===== src/rtl/alias_reg_pkg.sv =====
package alias_reg_pkg;
  // operation field carried in byte-address bits [3:2]
  typedef enum logic [1:0] {
    OP_WRITE = 2'd0,
    OP_CLR   = 2'd1,
    OP_SET   = 2'd2,
    OP_INV   = 2'd3
  } alias_op_e;

  localparam int OP_LSB   = 2;
  localparam int WORD_LSB = 4;  // first register-index bit
endpackage


===== src/rtl/alias_decode.sv =====
module alias_decode
  import alias_reg_pkg::*;
#(
  parameter int NUM_REGS = 4,
  parameter int IDX_W    = 2,
  parameter int ADDR_W   = 6
) (
  input  logic                bus_wr,
  input  logic [ADDR_W-1:0]   bus_addr,
  output logic [NUM_REGS-1:0] addr_hit,
  output logic [NUM_REGS-1:0] wr_sel,
  output alias_op_e           op
);

  logic [IDX_W-1:0] idx;
  logic             unused_byte_bits;

  assign idx              = bus_addr[ADDR_W-1:WORD_LSB];
  assign op               = alias_op_e'(bus_addr[OP_LSB+1:OP_LSB]);
  assign unused_byte_bits = ^bus_addr[OP_LSB-1:0];

  for (genvar i = 0; i < NUM_REGS; i++) begin : g_hit
    assign addr_hit[i] = (idx == IDX_W'(i));
    assign wr_sel[i]   = bus_wr && addr_hit[i];
  end

endmodule


===== src/rtl/alias_reg_cell.sv =====
module alias_reg_cell
  import alias_reg_pkg::*;
#(
  parameter int                DATA_W    = 32,
  parameter logic [DATA_W-1:0] RESET_VAL = '0
) (
  input  logic              clk,
  input  logic              rst_n,
  input  logic              wr_sel,
  input  alias_op_e         op,
  input  logic [DATA_W-1:0] wdata,
  input  logic [DATA_W-1:0] hw_set,
  input  logic [DATA_W-1:0] hw_clr,
  output logic [DATA_W-1:0] q
);

  logic [DATA_W-1:0] sw_next;
  logic [DATA_W-1:0] merged;

  // software stage: bitwise alias operations on the current value
  always_comb begin
    sw_next = q;
    if (wr_sel) begin
      unique case (op)
        OP_WRITE: sw_next = wdata;
        OP_CLR:   sw_next = q & ~wdata;
        OP_SET:   sw_next = q | wdata;
        OP_INV:   sw_next = q ^ wdata;
        default:  sw_next = q;
      endcase
    end
  end

  // hardware stage: clear then set, so a hardware set always survives
  assign merged = (sw_next & ~hw_clr) | hw_set;

  always_ff @(posedge clk) begin
    if (!rst_n) q <= RESET_VAL;
    else        q <= merged;
  end

  AST_WRITE_REPLACE: assert property (@(posedge clk) disable iff (!rst_n)
    (wr_sel && op == OP_WRITE && hw_set == '0 && hw_clr == '0) |=> (q == $past(wdata)));
  AST_CLR_BITS_LOW: assert property (@(posedge clk) disable iff (!rst_n)
    (wr_sel && op == OP_CLR) |=> ((q & $past(wdata & ~hw_set)) == '0));
  AST_SET_BITS_HIGH: assert property (@(posedge clk) disable iff (!rst_n)
    (wr_sel && op == OP_SET) |=> ((q & $past(wdata & ~hw_clr)) == $past(wdata & ~hw_clr)));
  AST_INV_FLIP: assert property (@(posedge clk) disable iff (!rst_n)
    (wr_sel && op == OP_INV && hw_set == '0 && hw_clr == '0) |=> (q == ($past(q) ^ $past(wdata))));
  AST_HOLD_IDLE: assert property (@(posedge clk) disable iff (!rst_n)
    (!wr_sel && hw_set == '0 && hw_clr == '0) |=> $stable(q));
  AST_HW_SET_WINS: assert property (@(posedge clk) disable iff (!rst_n)
    (hw_set != '0) |=> ((q & $past(hw_set)) == $past(hw_set)));

endmodule


===== src/rtl/alias_reg_bank.sv =====
module alias_reg_bank
  import alias_reg_pkg::*;
#(
  parameter int                NUM_REGS  = 4,
  parameter int                DATA_W    = 32,
  parameter logic [DATA_W-1:0] RESET_VAL = 32'hA5A5_0000,
  localparam int               IDX_W     = (NUM_REGS > 1) ? $clog2(NUM_REGS) : 1,
  localparam int               ADDR_W    = IDX_W + WORD_LSB
) (
  input  logic                         clk,
  input  logic                         rst_n,
  input  logic                         bus_wr,
  input  logic [ADDR_W-1:0]            bus_addr,
  input  logic [DATA_W-1:0]            bus_wdata,
  output logic [DATA_W-1:0]            bus_rdata,
  input  logic [NUM_REGS*DATA_W-1:0]   hw_set,
  input  logic [NUM_REGS*DATA_W-1:0]   hw_clr,
  output logic [NUM_REGS*DATA_W-1:0]   reg_q
);

  logic [NUM_REGS-1:0] addr_hit;
  logic [NUM_REGS-1:0] wr_sel;
  alias_op_e           op;
  logic [DATA_W-1:0]   q_arr [NUM_REGS];

  alias_decode #(
    .NUM_REGS (NUM_REGS),
    .IDX_W    (IDX_W),
    .ADDR_W   (ADDR_W)
  ) u_decode (
    .bus_wr   (bus_wr),
    .bus_addr (bus_addr),
    .addr_hit (addr_hit),
    .wr_sel   (wr_sel),
    .op       (op)
  );

  for (genvar i = 0; i < NUM_REGS; i++) begin : g_reg
    alias_reg_cell #(
      .DATA_W    (DATA_W),
      .RESET_VAL (RESET_VAL)
    ) u_cell (
      .clk    (clk),
      .rst_n  (rst_n),
      .wr_sel (wr_sel[i]),
      .op     (op),
      .wdata  (bus_wdata),
      .hw_set (hw_set[i*DATA_W +: DATA_W]),
      .hw_clr (hw_clr[i*DATA_W +: DATA_W]),
      .q      (q_arr[i])
    );
    assign reg_q[i*DATA_W +: DATA_W] = q_arr[i];
  end

  // read port: any of the four offsets returns the primary contents
  always_comb begin
    bus_rdata = '0;
    for (int i = 0; i < NUM_REGS; i++) begin
      if (addr_hit[i]) bus_rdata = q_arr[i];
    end
  end

  AST_ONE_TARGET: assert property (@(posedge clk) disable iff (!rst_n)
    $onehot0(wr_sel));

endmodule


===== config.mk =====
export PLATFORM = sky130hd
export DESIGN_NAME = alias_reg_bank
export DESIGN_NICKNAME = d
export VERILOG_FILES = /design/src/rtl/alias_reg_pkg.sv /design/src/rtl/alias_decode.sv /design/src/rtl/alias_reg_cell.sv /design/src/rtl/alias_reg_bank.sv
export SDC_FILE = /design/constraint.sdc
export NUM_CORES = 1
export LEC_CHECK = 0
export BUFFER_PORTS_ARGS = -buffer_cell sky130_fd_sc_hd__buf_2
export CORE_AREA = 2 2 175 177
export CTS_BUF_LIST = sky130_fd_sc_hd__clkbuf_4
export DETAILED_ROUTE_END_ITERATION = 7
export DIE_AREA = 0 0 177 179
export GPL_ROUTABILITY_DRIVEN = 0
export PLACE_DENSITY = 0.78
export SYNTH_ARGS = -nofsm -noshare
export SYNTH_HDL_FRONTEND = slang
export SYNTH_SLANG_ARGS = --single-unit

===== constraint.sdc =====
create_clock -name clk -period 2.1 [get_ports clk]
set_input_delay 0.21 -clock clk [delete_from_list [all_inputs] [get_ports clk]]
set_output_delay 0.21 -clock clk [all_outputs]
set_load 0.02 [all_outputs]

## Yosys cells after proc, flatten, opt, wreduce, memory -nomap -nowiden

Cells that the tools add are included.

| operators by class | value |
|---|---|
| eq/ne operators | 6 |
| multiplexer cells | 12 |
| bitwise logic cells | 25 |
| reductions and logical operators | 6 |

Operators by type and width:

| kind | number |
|---|---|
| one-hot mux 32 bit (4 select lines) | 4 |
| AND 32 bit | 8 |
| 2-to-1 mux 32 bit | 8 |
| OR 32 bit | 8 |
| NOT 32 bit | 5 |
| bitwise XOR 32 bit | 4 |
| == test 2 bit (second input constant) | 4 |
| == test 2 x 1 -> 1 bit (second input constant) | 2 |
| logical AND 1 bit | 4 |
| logical NOT 2 bit | 2 |

| word-level totals | value |
|---|---|
| register bits after elaboration | 128 |
| input bits | 297 |

## Depth between registers and ports, before layout

Gate-level depths: netlist of run 1.

| depth | value |
|---|---|
| depth after elaboration | 6 |
| mapped depth | 7 |
| gate-level depth less buffers | 5 |

## Hierarchy

A second synthesis of run 1 with hierarchy kept.

| unflattened totals | value |
|---|---|
| cells, all modules | 1,769 |
| area, all modules | 14,861.8 um^2 |

By module, submodules not included:

| module | instances | cells an instance | area an instance (um^2) | seq. area each (um^2) |
|---|---|---|---|---|
| alias_reg_cell | 4 | 410 | 3,460.8 | 640.6 |
| alias_reg_bank | 1 | 119 | 948.4 | 0.0 |
| alias_decode | 1 | 10 | 70.1 | 0.0 |

## Worst setup path before layout of run 1

No wires, ideal clock.

| timing path | value |
|---|---|
| path kind | register -> register |
| from | reg g_reg[2].u_cell.q[30] |
| to | reg g_reg[2].u_cell.q[30] |
| library setup time | 122 ps |
| arrival time | 1,563 ps |
| data required time | 1,978 ps |
| setup slack | 415 ps |
| cell stages (with the launch flop) | 5 |
| period minus slack after synthesis | 1,685 ps |
| cells stage by stage | dfxtp_1 > inv_1 > ha_1 > mux4_1 > a221o_1 |

| between the ends | value |
|---|---|
| cells in the longest elaborated chain, start to end | 5 |
| elaborated cells between the ends (all ways) | 7 |
| classes of those cells | mux (2); bitwise (5) |

RTL lines:

| what | line | RTL |
|---|---|---|
| start, declared | alias_reg_cell.sv:14 | `output logic [DATA_W-1:0] q` |
| start signal, assigned | alias_reg_cell.sv:39 | `else q <= merged;` |
| bitwise XOR 32 bit (tied with other cells) | alias_reg_cell.sv:28 | `OP_INV: sw_next = q ^ wdata;` |
| one-hot mux 32 bit (4 select lines) | alias_reg_cell.sv:24 | `unique case (op)` |
| 2-to-1 mux 32 bit (*) | alias_reg_cell.sv:23 | `if (wr_sel) begin` |
| AND 32 bit (*) | alias_reg_cell.sv:35 | `assign merged = (sw_next & ~hw_clr) \| hw_set;` |
| OR 32 bit (*) | alias_reg_cell.sv:35 |  |

Every way passes the cells marked *; elsewhere a longest branch is shown, timed or not.
A chain may end at the register's enable or synchronous reset.

## Final worst setup path of run 1

| timing path | value |
|---|---|
| from | reg g_reg[2].u_cell.q[16] |
| to | reg g_reg[2].u_cell.q[16] |

Same word-level chain as after synthesis.

==> impl.org, run 1 <==
** Floorplan
- Effective utilization at floorplan :: 0.471
- The floorplan has 64 rows.
- For this design the top-level I/O count stands at 457.
- Die area :: 0.0317 mm^2
- Core Footprint :: 0.0300 mm^2
- In this run the vertical extent of the chip is 179 um.
- The die is 177 um wide.

** STA
- The final number of max-transition violations is 0.
- Worst clock skew on the final layout :: 0 ns
- Highest clock rate :: 482 MHz
- WHS :: -0.00674 ns
- Final setup violating endpoints :: 0
- Crit share post-route :: 0.988
- Remaining max-slew budget at the tightest pin :: 0.305
- The hold violation count in the final report came to 1.
- At the pin with the least slew margin, the transition time is 1.04 ns.
- Total negative setup slack :: 0 ns
- Period minus WS final :: between 2 and 2.5 ns

** Global route
- Global routing finished with a remaining overflow of 0.
- Global routing usage summed across all routing layers :: 0.356
- Entering global routing, the biggest net connects 60 pins.
- Wire length of the first global-routing pass :: 87800 um
- Number of antenna violations at the first check in global routing :: 13
- The number of global-route vias before repair is 16400.

** Setup path
- Critical path capture point type :: flip-flop
- By startpoint and endpoint, the worst setup path is classified as reg2reg.
- Kind of start point of the critical path :: flip-flop
- For the worst setup path, the data required time is approximately 2.6 ns.
- The largest single stage delay on the critical path is 0.60 ns.
- Cell seen most often among critical-path stages :: sky130_fd_sc_hd__inv_1
- Data arrival time of the critical path :: ~2.6 ns
- For this design, the slowest cell found on the critical path is sky130_fd_sc_hd__dlygate4sd3_1.
- The signal on the critical path passes through inv_1 -> ha_1 -> inv_1 -> mux4_2 -> o31ai_1 -> dlygate4sd3_1.
- Largest delay contributor family on the critical path :: buffers and inverters
- Of all nets on the critical path, the largest fanout is 4.
- Counting both buffers and inverters, the worst setup path holds a total of 3.

** Clock network
- Clock latency on the worst-skew pair :: 0.58 ns
- TritonCTS clock tree :: done
- In this run, CTS created clock tree buffers numbering 17.
- Counting along the longest clock path gives a buffer depth of 2.
- After clock tree synthesis, the clock-pin slew on the worst setup and hold paths is around 0.14 ns.
- For this design, the sink count on the clock tree is 128.
- Root buffer selected by CTS :: sky130_fd_sc_hd__clkbuf_4
- H-tree depth :: 4

** Yosys
- Synthesis produced a netlist with a net count of 2060.
- Synthesis handed over a netlist of ~1500 instances.
- Count of different cell masters after synthesis :: 44
- For this run, the register share of the synthesized area comes to 0.181.
- Post-synth top area cell :: sky130_fd_sc_hd__ha_1
- Of the post-synthesis cell area, the dominant cell type holds 0.227.
- Yosys attributes the largest share of cell area to sky130_fd_sc_hd__ha_1 (23%), sky130_fd_sc_hd__dfxtp_1 (18%), sky130_fd_sc_hd__mux4_2 (12%).
- After synthesis the netlist holds a flip-flop and latch count of 128.
- The Yosys step of the flow raised 0 warnings.
- Averaged over all synthesized cells, the footprint is 9.38 um^2.
- Synthesized area :: 0.0141 mm^2

** Cells and area
- Counting the fill cells in the layout gives 2107.
- In the final layout, the registers with the most flip-flops are g.u_cell.q x128.
- Compared with the post-synthesis result, the final layout area differs by 42.9%.
- Layout Nets :: 2776
- Design area :: 0.0202 mm^2
- Largest register FFs :: 128
- Fraction of layout instances using a drive strength above 1 :: 0.306
- Counting flops per register, the top entry is g.u_cell.q.

** Hold path
- In this run the worst hold path is classified as in2reg.

** Drt
- In the routed layout, each cell is associated on average with a via count of around 6.
- Number of vias in the routed layout :: 16200
- After detailed routing, the number of remaining DRC violations is 0.
- DRT Wirelength :: 59200 um
- Initial DRT Pass Iterations :: 8
- Antenna-violating nets left :: 0
- WL per Instance :: 22.4 um
- Number of design-rule violations left by the first detailed-router iteration :: about 1500

** Power
- Worst IR Drop VDD :: around 300 uV
- Cell Pwr Density :: roughly 420 mW/mm^2
- Static power due to leakage :: 9.47 nW

** Outcome
- Violations in the final reports :: hold timing
- Status :: finished, violations left

** Placed design
- Placed wire-length estimate :: around 37000 um
- Buffers placed on the I/O ports in this run total approximately 450.
- Total placed instance area :: 0.0170 mm^2

** Job
- The tool flagged a number of max-cap violations equal to 0.
-- routing by layer --
layer  track usage  vias up  part of all wire
met4         0.238        4             0.062
li1              -     6997                 -
met2         0.606     1202              0.48
met5             0        -           0.00041
met3        0.0804      326              0.10
met1         0.399     7695              0.36
-- synth_stat cells --
cell type / instances
sky130_fd_sc_hd__ha_1: 256
sky130_fd_sc_hd__inv_1: 229
sky130_fd_sc_hd__nand2b_1: 173
sky130_fd_sc_hd__dfxtp_1: 128
sky130_fd_sc_hd__a21oi_1: 83
sky130_fd_sc_hd__mux4_2: 78
sky130_fd_sc_hd__nor3b_1: 75
sky130_fd_sc_hd__o311ai_0: 75
sky130_fd_sc_hd__mux2_2: 40
sky130_fd_sc_hd__a31oi_1: 39
sky130_fd_sc_hd__clkbuf_1: 38
sky130_fd_sc_hd__buf_2: 37
sky130_fd_sc_hd__a2111oi_0: 36
sky130_fd_sc_hd__a211oi_1: 34
sky130_fd_sc_hd__nor2_1: 25
sky130_fd_sc_hd__a211o_1: 24
sky130_fd_sc_hd__nor3_1: 24
sky130_fd_sc_hd__a221o_1: 17
sky130_fd_sc_hd__nor4b_1: 17
sky130_fd_sc_hd__a221oi_1: 9
sky130_fd_sc_hd__o311a_1: 8
sky130_fd_sc_hd__buf_1: 7
sky130_fd_sc_hd__buf_6: 7
sky130_fd_sc_hd__o31ai_1: 7
sky130_fd_sc_hd__buf_4: 5
sky130_fd_sc_hd__nand2_1: 4
sky130_fd_sc_hd__o311ai_1: 4
sky130_fd_sc_hd__or2_2: 4
sky130_fd_sc_hd__clkbuf_8: 3
sky130_fd_sc_hd__mux4_1: 3
sky130_fd_sc_hd__and3b_1: 2
sky130_fd_sc_hd__clkbuf_2: 2
sky130_fd_sc_hd__nand3b_1: 2
sky130_fd_sc_hd__nor2b_1: 2
sky130_fd_sc_hd__and2_1: 1
sky130_fd_sc_hd__and3_1: 1
sky130_fd_sc_hd__buf_12: 1
sky130_fd_sc_hd__buf_8: 1
sky130_fd_sc_hd__inv_4: 1
sky130_fd_sc_hd__inv_6: 1
sky130_fd_sc_hd__nand3_1: 1
sky130_fd_sc_hd__nor3b_2: 1
sky130_fd_sc_hd__o31ai_2: 1
sky130_fd_sc_hd__or3b_1: 1
-- area by class of cell --
cell class              instances  area (um^2)  share of cell area
clock buffers                  19          143             0.00706
well taps                     396          495              0.0245
multi-input cells            1047        10200               0.504
flip-flops and latches        128         2580               0.128
inverters                     231          875              0.0433
repair buffers                798         5740               0.284
diodes                         13         32.5             0.00161
clock inverters                12          168             0.00830
-- kinds of logic after synthesis --
group	Yosys count	synth area share
muxes	121	0.162
and+or+nand+nor	333	0.151
AOI/OAI and AO/OA	337	0.179
adders and majority gates	256	0.227
DFF	128	0.181
buffers and inverters	332	0.101
-- placed cells by master (no fill, tap or decap), types with 39 or more instances in the layout --
cell type	instances
sky130_fd_sc_hd__dfxtp_1	120
sky130_fd_sc_hd__nand2b_1	173
sky130_fd_sc_hd__dlygate4sd3_1	286
sky130_fd_sc_hd__nor3b_1	75
sky130_fd_sc_hd__buf_2	451
sky130_fd_sc_hd__o311ai_0	75
sky130_fd_sc_hd__inv_1	227
sky130_fd_sc_hd__a31oi_1	39
sky130_fd_sc_hd__mux2_2	40
sky130_fd_sc_hd__buf_4	47
sky130_fd_sc_hd__mux4_2	78
sky130_fd_sc_hd__a21oi_1	83
sky130_fd_sc_hd__ha_1	256
-- timing repair --
item                                    CTS  global route
buffers inserted                          0             2
endpoints found under the setup margin    0             8
hold buffers                            287             0
resized for setup                         0            14
endpoints found under the hold margin   128             0
-- path summary, 6_finish.rpt --
check,from,slack (ns),to,cells after the start
worst max-delay path,g_reg[2].u_cell.q[16],0.02,g_reg[2].u_cell.q[16],6
worst min-delay path,hw_clr[26],-0.007,g_reg[0].u_cell.q[26],3
worst max register to register,g_reg[2].u_cell.q[16],0.02,g_reg[2].u_cell.q[16],6
worst min register to register,g_reg[2].u_cell.q[11],0.73,g_reg[2].u_cell.q[11],2
-- power by group --
| part | switching, mW | leakage, nW | internal, mW | total, mW |
|---|---|---|---|---|
| sequential | 0.269 | 1.06 | 2.61 | 2.88 |
| clock | 1.15 | 0.156 | 0.951 | 2.10 |
| combinational | 1.81 | 8.25 | 1.73 | 3.55 |
| total | 3.23 | 9.47 | 5.29 | 8.52 |
-- through the flow --
step	setup WS, ns	hold WS (ns)	std cells	utilization	total power [mW]
finish	0.0249	-0.00674	2644	0.673	8.52
global route	-0.0246	0.0101	2642	0.673	8.88
CTS	0.0142	0.00319	2630	0.671	8.32
detailed placement	0.209	0.418	2312	0.565	5.81
global placement	0.216	0.417	2312	0.565	5.67
floorplan	0.415	0.306	1507	-	4.67
-- worst register-to-register path, delay by kind of cell (launching register included) --
kind | cells | cell delay [ns]
buf+inv | 3 | 0.69
mux | 1 | 0.45
flops | 1 | 0.39
fa+ha+maj | 1 | 0.27
compound gates | 1 | 0.22
Power figures use the tool's default switching activity.
==> run 2: changes to the inputs <==
--- a/config.mk
+++ b/config.mk
@@ -11,7 +11,9 @@
 export DETAILED_ROUTE_END_ITERATION = 7
 export DIE_AREA = 0 0 177 179
 export GPL_ROUTABILITY_DRIVEN = 0
-export PLACE_DENSITY = 0.78
+export HOLD_SLACK_MARGIN = 0.05
+export PLACE_DENSITY = 0.72
+export SLEW_MARGIN = 40
 export SYNTH_ARGS = -nofsm -noshare
 export SYNTH_HDL_FRONTEND = slang
 export SYNTH_SLANG_ARGS = --single-unit
==> impl.org, run 2 (synthesis results as in run 1) <==
** Global route
- The global-route congestion overflow total was 0 (unchanged).
- Global routing usage summed across all routing layers :: 0.363 (+0.00623)
- The maximum number of pins on one net before global-route repair was 53 (-12%).
- The global-route wire length before repair is 89300 um (+1.7%).
- Number of antenna violations at the first check in global routing :: 10 (-3)
- The number of global-route vias before repair is 16600 (+1.5%).

** Clock network
- TritonCTS built the clock tree.
- H-tree depth :: 4 (unchanged)
- The latest clock arrival within the worst-skew pair is 0.58 ns (about the same).
- Count of clock tree sinks :: 128 (unchanged)
- The number of buffers created by CTS came to 17 (unchanged).
- Root buffer selected by CTS :: sky130_fd_sc_hd__clkbuf_4
- The register clock-pin slew on the reported worst setup and hold paths is 0.16 ns (+0.02 ns).
- Maximum count of clock buffers along a single path :: 2 (unchanged)

** Cells and area
- Leading cell types in the layout, fill and taps excluded :: sky130_fd_sc_hd__buf_2 (450), sky130_fd_sc_hd__dlygate4sd3_1 (338), sky130_fd_sc_hd__ha_1 (256)
- The share of the core filled with cells was 0.694 (+0.0212).
- The net total in the final layout was 2840 (+2.3%).
- Most flops, register :: g.u_cell.q
- The fraction of final layout cells with drive strength greater than 1 is 0.304 (-0.00168).
- Top Registers :: g.u_cell.q x128
- Number of inserted filler cells in the final layout :: 2110 (+0.14%)
- The flip-flop count of the largest register after layout was 128 (unchanged).
- Area added between synthesis and finish :: 47.4%
- Most common library cell in the layout ignoring fill and taps :: sky130_fd_sc_hd__buf_2
- The area taken by flip-flops and latches came to 0.00258 mm^2 (about the same).
- The post-route cell area was 0.0208 mm^2 (+3.2%).
- The multi-input combinational cell area came to 0.0102 mm^2 (about the same).

** Placed design
- Placed wire-length estimate :: 37200 um (+1.7%)
- The instance area at placement came to 0.0170 mm^2 (+0.12%).
- The count of port buffers added during placement came to 454 (unchanged).

** Setup path
- Kind of start point of the critical path :: primary input
- Critical path capture point type :: flip-flop
- The peak fanout along the critical path was 9 (+5).
- In this design, the largest share of critical-path delay is due to buffers and inverters.
- The required time of the critical path came to 2.66 ns (+0.03 ns).
- The critical path arrival was 2.64 ns (+0.03 ns).
- Largest stage delay, worst path :: 0.57 ns (-0.03 ns)
- Buf+Inv Stages, Crit Path :: 5 (+2)
- List of cells traversed by the critical path :: dlygate4sd3_1 -> buf_2 -> inv_1 -> ha_1 -> inv_1 -> mux4_2 -> o31ai_1 -> dlygate4sd3_1
- The critical path is of the in2reg type.
- For this design, the slowest cell found on the critical path is sky130_fd_sc_hd__dlygate4sd3_1.

** Drt
- Via density per instance :: 6.02 (-1.9%)
- The average routed wire per standard cell is 21.8 um (-2.7%).
- Number of design-rule violations left by the first detailed-router iteration :: 1179 (-23%)
- Number of vias in the routed layout :: 16300 (+0.41%)
- The number of iterations in the first detailed-routing pass is 8 (unchanged).
- DRC violations left :: 0 (unchanged)
- DRT Wirelength :: 59000 um (-0.40%)
- Antenna-violating nets left :: 0 (unchanged)

** Job
- Total of max-cap violations :: 0 (unchanged)

** Floorplan
- I/O pin total :: 457 (unchanged)
- The count of standard-cell rows was 64 (unchanged).
- Core Footprint :: 0.0300 mm^2 (unchanged)
- Die area :: 0.0317 mm^2 (unchanged)
- Horizontal extent of the die :: 177 um (unchanged)
- The vertical die dimension came to 179 um (unchanged).
- Effective utilization at floorplan :: 0.471 (unchanged)

** STA
- The final-report setup violation count is 0 (unchanged).
- Final Slew Violations :: 0 (unchanged)
- The portion of the clock cycle consumed by the worst path in the final layout is 0.988 (about the same).
- The post-route setup TNS came to 0 ns (unchanged).
- Unrepaired setup endpoints after global routing :: yes
- Final hold vios :: 0 (-1)
- The minimum period implied by the final worst setup slack came to 2.08 ns (+0.000182 ns).
- Highest clock rate :: 482 MHz (about the same)
- Remaining max-slew budget at the tightest pin :: 0.476 (+0.172)
- Worst clock skew on the final layout :: 0 ns (unchanged)
- Slew @ Worst Pin :: 0.784 ns (-0.257 ns)

** Power
- Worst IR Drop VDD :: 281 uV (-6.7%)
- Cell Pwr Density :: 420 mW/mm^2 (-0.35%)
- Static power due to leakage :: 9.71 nW (+2.6%)

** Hold path
- Min-Delay Path Class :: in2reg

** Outcome
- The flow ran to the end, and the final reports show no timing, DRC or antenna violations.
[run 2: cell count changes in the layout (fill, tap and decap cells not counted), moves of 2 or more]
cell,delta
sky130_fd_sc_hd__dlygate4sd3_1,+52
sky130_fd_sc_hd__inv_1,-2
sky130_fd_sc_hd__diode_2,-3
sky130_fd_sc_hd__clkinvlp_4,+2
sky130_fd_sc_hd__clkbuf_4,+2
sky130_fd_sc_hd__buf_12,-2
sky130_fd_sc_hd__dfxtp_2,-2
sky130_fd_sc_hd__buf_4,+15
sky130_fd_sc_hd__inv_2,-2
[run 2: layout make-up]
type                    instances  share of cell area
diodes                         10             0.00120
clock buffers                  21             0.00756
inverters                     231              0.0427
multi-input cells            1047               0.488
flip-flops and latches        128               0.124
well taps                     396              0.0238
clock inverters                11             0.00901
repair buffers                862               0.303
[run 2: worst paths after layout]
path | endpoint | from | slack [ns] | cells after the start
worst max-delay path | g_reg[2].u_cell.q[16] | bus_wdata[16] | 0.02 | 8
worst max register to register | g_reg[2].u_cell.q[16] | g_reg[2].u_cell.q[16] | 0.08 | 6
worst min register to register | g_reg[0].u_cell.q[17] | g_reg[0].u_cell.q[17] | 0.73 | 2
worst min-delay path | g_reg[0].u_cell.q[13] | bus_wdata[13] | 0.10 | 3
[run 2: repair_timing]
| item | 4_1_cts | 5_1_grt |
|---|---|---|
| buffers inserted | 0 | 8 |
| setup endpoints to repair | 0 | 7 |
| endpoints found under the hold margin | 128 | 2 |
| gates resized for setup | 0 | 18 |
| hold buffers | 338 | 2 |
[run 2: report_power, final]
part           leakage (nW)  switching, mW  total [mW]  internal [mW]
registers              1.06          0.261        2.87           2.61
clock network         0.181           1.16        2.28           1.11
logic                  8.47           1.82        3.61           1.80
[run 2: worst min-delay path: stages]
cell and delay, ns:
sky130_fd_sc_hd__buf_2 0.13, sky130_fd_sc_hd__mux4_2 0.23, sky130_fd_sc_hd__a221o_1 0.12
[run 2: layer usage]
metal	wire (um)	track usage
met2	28300	0.609
met1	21500	0.408
met3	5260	0.0840
met4	3830	0.251
met5	0	0
[run 2: per-stage QoR]
| step | hold WS, ns | total power [mW] | setup slack [ns] | std cells |
|---|---|---|---|---|
| final | 0.100 | 8.76 | 0.0248 | 2706 |
| after global routing | 0.0817 | 9.15 | -0.0247 | 2706 |
| after CTS | 0.0500 | 8.59 | 0.0191 | 2688 |
| after detailed placement | 0.416 | 5.82 | 0.281 | 2318 |
| after global placement | 0.413 | 5.69 | 0.262 | 2318 |
| after floorplan | 0.306 | 4.67 | 0.415 | 1507 |
==> run 3: changes to the inputs <==
--- a/config.mk
+++ b/config.mk
@@ -13,7 +13,8 @@
 export GPL_ROUTABILITY_DRIVEN = 0
 export HOLD_SLACK_MARGIN = 0.05
 export PLACE_DENSITY = 0.72
-export SLEW_MARGIN = 40
+export REMOVE_ABC_BUFFERS = 1
+export SLEW_MARGIN = 20
 export SYNTH_ARGS = -nofsm -noshare
 export SYNTH_HDL_FRONTEND = slang
 export SYNTH_SLANG_ARGS = --single-unit
==> impl.org, run 3 (synthesis results as in run 1) <==
** Drt
- The post-detailed-route count of antenna-violating nets was 0 (unchanged).
- The number of DRC markers after the initial detailed-route iteration was 1103 (-6.4%).
- WL per Instance :: 20.8 um (-4.4%)
- Initial DRT Pass Iterations :: 6 (-2)
- The post-detailed-route DRC marker count is 0 (unchanged).
- DRT Wirelength :: 55500 um (-5.9%)
- The number of vias after detailed routing was 15800 (-3.2%).
- The via density per instance was 5.92 (-1.6%).

** Power
- The power per unit of standard cell area came to 422 mW/mm^2 (+0.33%).
- The fraction of power consumed by the clock network came to 0.262 (+0.002).
- The cell-internal power came to 5.47 mW (-0.84%).
- Static power due to leakage :: 9.58 nW (-1.4%)
- The net switching power figure was 3.19 mW (-1.4%).
- Switching part of the total :: 0.369 (-0.00141)
- The peak ir drop on the vdd network was 278 uV (-0.96%).
- Part of the power in combinational logic :: 0.407 (-0.005)
- Power share of the sequential group :: 0.331 (+0.003)

** Floorplan
- Horizontal extent of the die :: 177 um (unchanged)
- The vertical die dimension is 179 um (unchanged).
- Core Footprint :: 0.0300 mm^2 (unchanged)
- Cell Rows :: 64 (unchanged)
- Die area :: 0.0317 mm^2 (unchanged)
- I/O pin total :: 457 (unchanged)
- The starting utilization of the core area is 0.471 (unchanged).

** STA
- The pin slew with the least headroom to its limit was 0.638 ns (-0.146 ns).
- Crit share post-route :: 0.984 (-0.00373)
- Final Slew Violations :: 0 (unchanged)
- The minimum period implied by the final worst setup slack came to 2.07 ns (-0.00782 ns).
- The final-report setup violation count is 0 (unchanged).
- Worst path setup slack after routing :: 0.0326 ns (+0.00782 ns)
- The post-route clock skew came to 0 ns (unchanged).
- Final hold vios :: 0 (unchanged)
- The headroom to the max-slew limit came to 0.564 (+0.0875).
- Highest clock rate :: 484 MHz (+0.38%)

** Placed design
- The instance area at placement is 0.0170 mm^2 (about the same).
- The post-place setup slack came to 0.245 ns (-0.0354 ns).
- The count of port buffers added during placement came to 454 (unchanged).
- The half-perimeter wire length after detailed placement is 35500 um (-4.7%).

** Cells and area
- In the final layout, the registers with the most flip-flops are g.u_cell.q x128.
- Layout Nets :: 2802 (-1.3%)
- Utilization after layout :: 0.684 (-0.00958)
- The post-route cell area is 0.0206 mm^2 (-1.4%).
- From synthesis to final layout, the design area changed by 45.3%.
- The library cell used most frequently in the layout, excluding fill and tap cells, is sky130_fd_sc_hd__buf_2.
- Largest register FFs :: 128 (unchanged)
- In the layout the commonest cells are sky130_fd_sc_hd__buf_2 (451), sky130_fd_sc_hd__dlygate4sd3_1 (319), sky130_fd_sc_hd__ha_1 (256).
- The fraction of final layout cells with drive strength greater than 1 came to 0.299 (-0.00506).
- Most flops, register :: g.u_cell.q

** Clock network
- TritonCTS built the clock tree.
- The root buffer cell chosen for the clock tree is sky130_fd_sc_hd__clkbuf_4.
- Clock transition time at the flip-flop clock pins of the worst setup and hold paths :: 0.13 ns (-0.03 ns)
- The latest clock arrival within the worst-skew pair was 0.53 ns (-0.05 ns).
- Total CTS buffers :: 17 (unchanged)
- The clock sink count is 128 (unchanged).
- The number of H-tree levels was 4 (unchanged).
- Maximum count of clock buffers along a single path :: 2 (unchanged)

** Setup path
- The required time of the critical path came to 2.54 ns (-0.12 ns).
- STA classifies the critical path startpoint as a flip-flop.
- Data arrival time of the critical path :: 2.50 ns (-0.14 ns)
- The setup path with the least slack is of type reg2reg.
- Critical path capture point type :: flip-flop
- Highest net fanout along the worst path :: 4 (-5)

** Global route
- The global-route wire length before repair is 84100 um (-5.9%).
- The overall global routing resource usage was 0.339 (-0.0235).
- The number of global-route vias before repair came to 15900 (-4.1%).
- The global-route congestion overflow total came to 0 (unchanged).
- Maximum number of pins on one net before global-route repair :: 89 (+68%)
- The initial antenna violation count was 6 (-4).

** Outcome
- The run finished with clean final reports.

** Hold path
- The tightest min-delay check is of the in2reg type.

** Job
- The max-capacitance violation count was 0 (unchanged).
-- run 3: cell types whose count changed in the layout (fill, tap and decap cells not counted), moves of 2 or more --
cell                            previous run  this run
sky130_fd_sc_hd__buf_12                   10        16
sky130_fd_sc_hd__buf_4                    62        36
sky130_fd_sc_hd__clkbuf_4                 21        19
sky130_fd_sc_hd__clkinv_2                  2         0
sky130_fd_sc_hd__clkinvlp_4                6         4
sky130_fd_sc_hd__dfxtp_2                   3         6
sky130_fd_sc_hd__dfxtp_4                   4         1
sky130_fd_sc_hd__diode_2                  10         5
sky130_fd_sc_hd__dlygate4sd3_1           338       319
sky130_fd_sc_hd__inv_1                   225       229
-- run 3: power groups by stage --
| stage | registers (mW) | clock network (mW) | logic (mW) |
|---|---|---|---|
| 2_1_floorplan | 3.06 | 0 | 1.41 |
| 3_3_place_gp | 2.90 | 0 | 2.79 |
| 3_5_place_dp | 2.91 | 0 | 2.91 |
| 4_1_cts | 2.85 | 2.28 | 3.42 |
| 5_1_grt | 2.89 | 2.39 | 3.83 |
| 6_report | 2.87 | 2.27 | 3.53 |
-- run 3: timing repair --
| action | CTS | global route |
|---|---|---|
| endpoints found under the hold margin | 128 | 1 |
| resized for setup | 0 | 10 |
| buffers inserted | 0 | 1 |
| hold buffers | 318 | 1 |
| endpoints found under the setup margin | 0 | 7 |
-- run 3: final cells by class --
type	instances	area, um^2
diodes	5	12.5
clock buffers	19	143
clock inverters	13	210
fillers	2232	9480
inverters	231	875
multi-input cells	1047	10200
flip-flops and latches	128	2570
well taps	396	495
repair buffers	824	6060
-- run 3: path summary, 6_finish.rpt --
kind / depth (start not counted) / startpoint / end / slack [ns]
worst max-delay path: 5 / g_reg[0].u_cell.q[21] / g_reg[0].u_cell.q[21] / 0.03
worst min-delay path: 3 / hw_clr[39] / g_reg[1].u_cell.q[7] / 0.11
worst max register to register: 5 / g_reg[0].u_cell.q[21] / g_reg[0].u_cell.q[21] / 0.03
worst min register to register: 2 / g_reg[3].u_cell.q[13] / g_reg[3].u_cell.q[13] / 0.71
-- run 3: critical path, stage by stage, from the launching register on --
cell	delay (ns)
sky130_fd_sc_hd__dfxtp_2	0.38
sky130_fd_sc_hd__inv_1	0.06
sky130_fd_sc_hd__ha_1	0.26
sky130_fd_sc_hd__mux4_2	0.45
sky130_fd_sc_hd__a211o_1	0.25
sky130_fd_sc_hd__dlygate4sd3_1	0.56
-- run 3: per-stage QoR --
step	cells	TNS, ns	hold slack (ns)	total power [mW]
4_1_cts	2656	0	0.0521	8.55
3_5_place_dp	2306	0	0.414	5.81
5_1_grt	2662	-0.00861	0.0496	9.11
6_report	2663	0	0.110	8.67
2_1_floorplan	1406	0	0.306	4.47
3_3_place_gp	2306	0	0.413	5.69
-- run 3: routing by layer --
metal | GRT usage | wire length (um) | vias to the layer above
met1 | 0.388 | 20800 | 7486
li1 | - | - | 7052
met2 | 0.575 | 26800 | 979
met3 | 0.0723 | 4640 | 257
met5 | 0 | 11 | -
met4 | 0.216 | 3200 | 2
